--- src/rtl/trace_win_pkg.sv ---
package trace_win_pkg;

    localparam int ADDR_W    = 32;
    localparam int DATA_W    = 32;
    localparam int CHAN_W    = 8;
    localparam int PAGE_LSB  = 12;
    localparam int WIN_LSB   = PAGE_LSB + CHAN_W;
    localparam int CPU_BIT   = 11;
    localparam int KIND_BIT  = 10;
    localparam int TS_W      = 16;

    typedef enum logic [1:0] {
        SZ_BYTE = 2'b00,
        SZ_HALF = 2'b01,
        SZ_WORD = 2'b10,
        SZ_BAD  = 2'b11
    } size_e;

    typedef enum logic [1:0] {
        OWN_NONE = 2'b00,
        OWN_APP  = 2'b01,
        OWN_DBG  = 2'b10
    } owner_e;

    typedef struct packed {
        logic              kind;
        logic              cpu;
        size_e             size;
        logic [CHAN_W-1:0] chan;
    } hdr_t;

    localparam int HDR_W = $bits(hdr_t);

    typedef struct packed {
        hdr_t              hdr;
        logic [DATA_W-1:0] data;
        logic [TS_W-1:0]   ts;
    } entry_t;

    localparam int ENTRY_W = $bits(entry_t);

    function automatic logic [DATA_W-1:0] lane_zext(input logic [DATA_W-1:0] d,
                                                    input size_e sz);
        logic [DATA_W-1:0] r;
        r = '0;
        case (sz)
            SZ_BYTE: r[7:0]  = d[7:0];
            SZ_HALF: r[15:0] = d[15:0];
            default: r       = d;
        endcase
        return r;
    endfunction

endpackage

--- src/rtl/trace_win_decode.sv ---
module trace_win_decode
    import trace_win_pkg::*;
#(
    parameter logic [ADDR_W-1:0] WIN_BASE = 32'h5460_0000
) (
    input  logic              wr_valid,
    input  logic [ADDR_W-1:0] wr_addr,
    input  logic [DATA_W-1:0] wr_data,
    input  logic [1:0]        wr_size,
    input  logic              wr_from_dbg,
    input  logic              cpu1_en,
    input  logic              cpu2_en,
    input  logic              dbg_trace_en,
    input  logic              owned,
    output logic              hit,
    output entry_t            entry
);
    localparam int TAG_W = ADDR_W - WIN_LSB;

    logic  in_win;
    logic  cpu_ok;
    logic  src_ok;
    size_e sz;

    always_comb begin
        sz     = size_e'(wr_size);
        in_win = (wr_addr[ADDR_W-1:WIN_LSB] == WIN_BASE[ADDR_W-1:WIN_LSB]);
        cpu_ok = wr_addr[CPU_BIT] ? cpu2_en : cpu1_en;
        src_ok = !wr_from_dbg || dbg_trace_en;
        hit    = wr_valid && in_win && (sz != SZ_BAD) && owned && cpu_ok && src_ok;

        entry.hdr.kind = wr_addr[KIND_BIT];
        entry.hdr.cpu  = wr_addr[CPU_BIT];
        entry.hdr.size = sz;
        entry.hdr.chan = wr_addr[PAGE_LSB +: CHAN_W];
        entry.data     = lane_zext(wr_data, sz);
        entry.ts       = '0;
    end

    logic [TAG_W-1:0] unused_tag;
    assign unused_tag = '0;

endmodule

--- src/rtl/trace_win_claim.sv ---
module trace_win_claim
    import trace_win_pkg::*;
(
    input  logic clk,
    input  logic rst,
    input  logic claim_req,
    input  logic claim_is_dbg,
    input  logic claim_release,
    input  logic dbg_disconnect,
    output owner_e owner
);
    owner_e owner_q;

    always_ff @(posedge clk) begin
        if (rst) begin
            owner_q <= OWN_NONE;
        end else begin
            case (owner_q)
                OWN_NONE: if (claim_req)
                              owner_q <= claim_is_dbg ? OWN_DBG : OWN_APP;
                OWN_APP:  if (claim_release)
                              owner_q <= OWN_NONE;
                OWN_DBG:  if (claim_release || dbg_disconnect)
                              owner_q <= OWN_NONE;
                default:  owner_q <= OWN_NONE;
            endcase
        end
    end

    assign owner = owner_q;

endmodule

--- src/rtl/trace_win_fifo.sv ---
module trace_win_fifo #(
    parameter int W     = 8,
    parameter int DEPTH = 8
) (
    input  logic         clk,
    input  logic         rst,
    input  logic         push,
    input  logic [W-1:0] push_data,
    input  logic         pop,
    output logic [W-1:0] head,
    output logic         empty,
    output logic         full
);
    localparam int PW = (DEPTH > 1) ? $clog2(DEPTH) : 1;
    localparam int CW = $clog2(DEPTH + 1);
    localparam logic [PW-1:0] LAST = PW'(DEPTH - 1);
    localparam logic [CW-1:0] FULL_CNT = CW'(DEPTH);

    logic [W-1:0]  mem [DEPTH];
    logic [PW-1:0] wptr, rptr;
    logic [CW-1:0] count;
    logic          do_push, do_pop;

    assign empty   = (count == '0);
    assign full    = (count == FULL_CNT);
    assign do_push = push && !full;
    assign do_pop  = pop && !empty;
    assign head    = mem[rptr];

    always_ff @(posedge clk) begin
        if (do_push) mem[wptr] <= push_data;
    end

    always_ff @(posedge clk) begin
        if (rst) begin
            wptr  <= '0;
            rptr  <= '0;
            count <= '0;
        end else begin
            if (do_push) wptr <= (wptr == LAST) ? '0 : wptr + 1'b1;
            if (do_pop)  rptr <= (rptr == LAST) ? '0 : rptr + 1'b1;
            case ({do_push, do_pop})
                2'b10:   count <= count + 1'b1;
                2'b01:   count <= count - 1'b1;
                default: count <= count;
            endcase
        end
    end

endmodule

--- src/rtl/trace_win_encoder.sv ---
module trace_win_encoder
    import trace_win_pkg::*;
#(
    parameter logic [31:0] WIN_BASE = 32'h5460_0000,
    parameter int          DEPTH    = 8
) (
    input  logic        clk,
    input  logic        rst,
    input  logic        wr_valid,
    input  logic [31:0] wr_addr,
    input  logic [31:0] wr_data,
    input  logic [1:0]  wr_size,
    input  logic        wr_from_dbg,
    input  logic        cpu1_en,
    input  logic        cpu2_en,
    input  logic        dbg_trace_en,
    input  logic        claim_req,
    input  logic        claim_is_dbg,
    input  logic        claim_release,
    input  logic        dbg_disconnect,
    input  logic        dbg_halted,
    input  logic        ovf_clear,
    output logic        owned,
    output logic        owner_is_dbg,
    output logic        ovf_flag,
    output logic        msg_valid,
    input  logic        msg_ready,
    output logic [11:0] msg_hdr,
    output logic [31:0] msg_data,
    output logic [15:0] msg_tstamp
);
    owner_e owner;
    logic   hit;
    entry_t new_entry;
    entry_t head_entry;
    logic   fifo_empty, fifo_full;
    logic   ovf_q;

    trace_win_claim u_claim (
        .clk            (clk),
        .rst            (rst),
        .claim_req      (claim_req),
        .claim_is_dbg   (claim_is_dbg),
        .claim_release  (claim_release),
        .dbg_disconnect (dbg_disconnect),
        .owner          (owner)
    );

    assign owned        = (owner != OWN_NONE);
    assign owner_is_dbg = (owner == OWN_DBG);

    trace_win_decode #(.WIN_BASE(WIN_BASE)) u_decode (
        .wr_valid     (wr_valid),
        .wr_addr      (wr_addr),
        .wr_data      (wr_data),
        .wr_size      (wr_size),
        .wr_from_dbg  (wr_from_dbg),
        .cpu1_en      (cpu1_en),
        .cpu2_en      (cpu2_en),
        .dbg_trace_en (dbg_trace_en),
        .owned        (owned),
        .hit          (hit),
        .entry        (new_entry)
    );

    trace_win_fifo #(.W(ENTRY_W), .DEPTH(DEPTH)) u_fifo (
        .clk       (clk),
        .rst       (rst),
        .push      (hit),
        .push_data (new_entry),
        .pop       (msg_ready),
        .head      (head_entry),
        .empty     (fifo_empty),
        .full      (fifo_full)
    );

    always_ff @(posedge clk) begin
        if (rst)                   ovf_q <= 1'b0;
        else if (hit && fifo_full) ovf_q <= 1'b1;
        else if (ovf_clear)        ovf_q <= 1'b0;
    end

    assign ovf_flag   = ovf_q;
    assign msg_valid  = !fifo_empty;
    assign msg_hdr    = head_entry.hdr;
    assign msg_data   = head_entry.data;
    assign msg_tstamp = head_entry.ts;

    logic unused_halt;
    assign unused_halt = dbg_halted;

endmodule

--- config.mk ---
export PLATFORM = sky130hd
export DESIGN_NAME = trace_win_encoder
export DESIGN_NICKNAME = d
export VERILOG_FILES = /design/src/rtl/trace_win_pkg.sv /design/src/rtl/trace_win_decode.sv /design/src/rtl/trace_win_claim.sv /design/src/rtl/trace_win_fifo.sv /design/src/rtl/trace_win_encoder.sv
export SDC_FILE = /design/constraint.sdc
export NUM_CORES = 1
export LEC_CHECK = 0
export BUFFER_PORTS_ARGS = -buffer_cell sky130_fd_sc_hd__clkbuf_2
export CAP_MARGIN = 15
export CORE_MARGIN = 4
export CORE_UTILIZATION = 36
export DETAILED_ROUTE_END_ITERATION = 10
export GPL_ROUTABILITY_DRIVEN = 0
export PLACE_DENSITY = 0.59
export SYNTH_ARGS = -nofsm -noshare
export SYNTH_HDL_FRONTEND = slang
export SYNTH_HIERARCHICAL = 1
export SYNTH_SLANG_ARGS = --single-unit
export TNS_END_PERCENT = 20
--- constraint.sdc ---
create_clock -name clk -period 8.18 [get_ports clk]
set_clock_uncertainty 0.05 [all_clocks]
set_input_delay 0.818 -clock clk [delete_from_list [all_inputs] [get_ports clk]]
set_output_delay 0.818 -clock clk [all_outputs]
set_load 0.01 [all_outputs]
# --- After elaboration in Yosys (flattened, before gate mapping) ---
# Memories as Yosys holds them, arrays and structs flattened. A register that Yosys moved wholly into a read port is not among the register bits.
# Index checks and enable logic that the tools add are counted.
classes:
  addsub: 4
  n_eq_ne: 13
  mux: 17
  n_reduce_logical: 21
ops:
  columns: ["operator", "count"]
  rows:
  - ["$mux 16", 1]
  - ["$eq 12x11->1 const B", 1]
  - ["$mux 3", 4]
  - ["$logic_and 1x1->1", 8]
  - ["$mux 2", 4]
  - ["$mux 8", 1]
  - ["$pmux 4 s2", 1]
  - ["$add 3x1->3 const B", 2]
  - ["$eq 2x1->1 const B", 3]
  - ["$eq 3x3->1 const B", 2]
  - ["$ne 2x2->1 const B", 3]
  - ["$pmux 2 s3", 1]
  - ["$reduce_bool 2->1", 3]
  - ["$mux 1", 5]
  - ["$add 4x1->4 const B", 1]
  - ["$eq 2x2->1 const B", 2]
  - ["$eq 4x4->1 const B", 1]
  - ["$logic_not 2->1", 2]
  - ["$logic_not 4->1", 1]
  - ["$sub 4x1->4 const B", 1]
  - ["$logic_not 1->1", 3]
  - ["$reduce_and 3->1", 1]
  - ["$logic_or 1x1->1", 2]
  - ["$ne 2x1->1 const B", 1]
  - ["$reduce_or 2->1", 1]
totals:
  reg_bits: 13
  ram_bits: 352
  input_bits: 80
  output_inout_bits: 64
  mem_count: 1
mem_list:
  columns: ["memory", "words", "width", "read_ports", "rd_clocked_by_memory_dff", "write_ports", "line", "text"]
  rows:
  - ["u_fifo.mem", 8, 44, 1, 1, 1, "trace_win_fifo.sv:19", "logic [W-1:0] mem [DEPTH];"]

# --- Longest topological paths before layout ---
depth:
  depth_word: 9
  ltp_mapped: 12

# --- Hierarchy ---
# Netlist, hierarchy kept.
modules_own_cells:
  columns: ["module", "n_inst", "cells_per_inst", "area_each_um2"]
  rows:
  - ["trace_win_fifo", 1, 773, 18853.1]
  - ["trace_win_decode", 1, 72, 516.7]
  - ["trace_win_claim", 1, 8, 97.6]
  - ["trace_win_encoder", 1, 7, 55.1]

# --- Least setup slack after synthesis ---
# No wires, ideal clock.
synth_timing:
  path_kind: "in2reg"
  from: "in wr_addr[23]"
  to: "mem u_fifo/mem[0][0] (netlist name) (enable)"
  arrival_ns: 7.537
  path_slack_ns: -0.033
  path_stages: 6
  cell_sequence: "nor4b_2 -> nand2_1 -> nor4_2 -> a21bo_1 -> buf_2 -> nor4_1"
synth_between:
  elab_chain_cells: 9
synth_rtl:
  columns: ["element", "line", "text"]
  rows:
  - ["start, declared", "trace_win_encoder.sv:10", "input logic [31:0] wr_addr,"]
  - ["$eq 12x11->1", "trace_win_decode.sv:27", "in_win = (wr_addr[ADDR_W-1:WIN_LSB] == WIN_BASE[ADDR_W-1:WIN_LSB]);"]
  - ["$logic_and 1x1->1 (5 in series)", "trace_win_decode.sv:30", "hit = wr_valid && in_win && (sz != SZ_BAD) && owned && cpu_ok && src_ok;"]
  - ["named net hit", "trace_win_encoder.sv:33", "logic hit;"]
  - ["$logic_and 1x1->1", "trace_win_fifo.sv:26", "assign do_push = push && !full;"]
  - ["$mux 1", "trace_win_fifo.sv:31", "if (do_push) mem[wptr] <= push_data;"]
  - ["$mux 1 (implied by the code)", "trace_win_fifo.sv:31", null]
  - ["end, declared", "trace_win_fifo.sv:19", null]
# The timed path passes the listed nets, and every way through them passes these cells.

==> flow_summary.toml <==
[worst_setup_path]
crit_path_start_kind = "register"
criticalPathCategory = "register to output port"
cp.required_ps = 7310
r2r_end = "u_fifo/mem[5][21]"
r2r-start = "u_claim/owner[0]"
path_depth = 4
critPathTopFamily = "flip-flops"
worst_setup_path_end_kind = "output port"
r2r_slack_ps = 4740
rr_worst_depth = 6
path_buf_inv = 2
path_max_fanout = 43
cp_cell_sequence = "buf_4, mux4_1, mux2_2, clkbuf_2"
worst_ep_arrival_time_ps = 3480
critPathMaxStageDelay_ps = 960
cp_slowest_cell = "dfxtp_4"

[grt]
grt_pass1_vias = 9226
grtUsageTotal_pct = 13.48
grt_pass1_wl_um = 58130
grt-ovfl-total = 0
grt_max_degree = 66
antenna_found_initial = 1

[route]
viasPerCell = 4.956
wire_per_inst_um = 22.32
dr.pass1.iters = 4
drc = 0
vias = 8629
drtAntennaViolNets = 0
routed_wl_um = 38860
drtIter0Drc = 569

[sta]
setup_viol = 0
finalCritPeriodShare_pct = 53.20
finalMaxSlewViolations = 0
slew_headroom_pct = 27.43
worst_slew_pin_slew_ps = 1086
fin_crit_ps = 4352
finalHoldViolCount = 0
setup-tns-final_ps = 0
setup_slack_ps = 3828
rsz0062_at_grt = "no"
max_freq_mhz = 229.8
holdWs_ps = 422.7

[die]
die_area_mm2 = 0.05802
core_mm2 = 0.05371
die-width_um = 240.9
die_y_um = 240.9
initial_utilization_pct = 36.35
rows = 85
io_pins = 144

[clock_network]
clock_latency_ps = 570
path_clk_slew_ps = 60
cts_buffers = 52
cts_tree = "yes"
cts_resized = 0
ctsHoldBuffers = 0
h-tree-depth = 2
cts_sinks = 496
postCtsSetupRepairBufs = 0
clockBufferDepth = 3
cts_root_buf = "clkbuf_16"

[synth]
yosysSeqAreaShare_pct = 75.47
synth_cell_types = 45
synth-async-reset-ratio_pct = 0
synth_top_area_cell = "edfxtp_1"
synthTopCellsByArea = "edfxtp_1 (74%), mux4_2 (12%), mux2_2 (3.5%), mux4_1 (2.7%), dfxtp_1 (1.6%)"
ys_warn_count = 6
ys.flop_type = "edfxtp_1"
syn_inst = 860
ys_ff_latch = 496
synth.cell_area_mm2 = 0.01952
avgSynthCellArea_um2 = 22.70
ys_top_cells_by_count = "edfxtp_1 (480), mux4_2 (100), mux2_2 (61), buf_4 (36), mux4_1 (20)"
yosys.area.top_type_share_pct = 73.83
synth-edff-count = 480
synth_most_common_cell = "edfxtp_1"

[run_status]
status = "completed"

[cells_and_area]
drive_gt1_share_pct = 38.56
area_delta_synth_final_pct = 14.68
diodes = 0
nNetsFinal = 1091
utilization_pct = 41.69

[placement]
port_buffers = 132
pre_cts_ws_ps = 3524
dpl.hpwl_um = 20360

[hold_path]
hold_class = "register to register"
worstHoldStart = "u_fifo/rptr[2]"
hold_path_depth = 2

[power_and_ir_drop]
irDropWorstVdd_v = 0.0001466
leakage_nw = 7.014
p_total_mw = 5.109
p_per_area_mw_per_mm2 = 228.2

[run]
cap_viol_max_count = 0
-- worst reg2reg max path, delay by kind of cell, from the launching register on --
family,cells,cell delay [ps]
flops,1,390
buf+inv,1,650
simple gates,5,1940
-- worst max-delay path by stage --
stage,from,end
CTS,register,msg_data[18]
global placement,wr_size[1],u_fifo/mem[5][21]
floorplan,wr_addr[23],u_fifo/mem[2][0]
global route,register,msg_hdr[6]
finish,register,msg_hdr[6]
detailed placement,wr_size[1],u_fifo/mem[5][17]
-- final cells by class --
type | count | area (um^2)
Fill cell | 4703 | 31320
Sequential cell | 496 | 14750
Multi-Input combinational cell | 300 | 4309
Clock buffer | 58 | 1345
Tap cell | 696 | 870.8
Timing Repair Buffer | 151 | 803.3
Clock inverter | 37 | 304.0
Inverter | 3 | 11.26
-- where the power goes --
group / switching [mW] / total, mW / internal (mW)
Combinational: 0.0411 / 0.0588 / 0.0177
Clock: 0.931 / 2.27 / 1.33
Sequential: 0.000599 / 2.78 / 2.78
-- sequential cells by signal, indices dropped and copies added (netlist names), named ones only --
name,flops
u_fifo/count,4
u_fifo/rptr,3
u_claim/owner,2
ovf_flag,1
u_fifo/mem,480
u_fifo/wptr,3
-- cell families after synthesis --
kind of cell	synth area share, %
xor+xnor	0.1346
mux	17.96
flops	75.47
compound gates	0.6473
simple gates	2.282
other cells	0.01921
buf+inv	3.038
fa+ha+maj	0.4486
-- stage by stage --
step	instance area, um^2	std cells
floorplan	19590	875
global placement	20740	1646
detailed placement	20740	1646
CTS	22390	1741
global route	22390	1741
finish	22390	1741
-- metal layers --
metal | wire (um) | GRT usage [%] | vias to the layer above
met2 | 19810 | 22.98 | 153
met1 | 16710 | 18.07 | 4591
met5 | 13 | 0 | -
met4 | 675 | 3.478 | 2
met3 | 1657 | 2.514 | 50
li1 | - | - | 3833
-- cell usage in the layout (no fill, tap or decap), types with 3 or more instances in the layout --
| cell type | Yosys | layout |
|---|---|---|
| or3b_1 | 3 | 3 |
| clkbuf_1 | 13 | 5 |
| conb_1 | 1 | 16 |
| clkbuf_16 | 0 | 53 |
| buf_4 | 36 | 19 |
| nand2b_1 | 3 | 3 |
| and2_1 | 17 | 17 |
| dfxtp_1 | 16 | 13 |
| clkinv_1 | 0 | 17 |
| inv_1 | 3 | 3 |
| clkbuf_2 | 1 | 132 |
| bufinv_16 | 0 | 5 |
| dfxtp_4 | 0 | 3 |
| nor2b_1 | 7 | 7 |
| ha_1 | 7 | 7 |
| and2b_1 | 3 | 3 |
| mux4_2 | 100 | 100 |
| edfxtp_1 | 480 | 480 |
| mux2_2 | 61 | 61 |
| nand2_1 | 9 | 9 |
| nor3_1 | 7 | 3 |
| nor3_2 | 0 | 4 |
| mux4_1 | 20 | 20 |
| clkinvlp_4 | 0 | 3 |
| a21oi_1 | 7 | 7 |
| mux2i_1 | 3 | 3 |
| xor2_1 | 3 | 3 |
| clkinv_2 | 0 | 10 |
| nor2_1 | 10 | 7 |
| nor2_4 | 0 | 3 |
(Power assumes the default switching activity.)
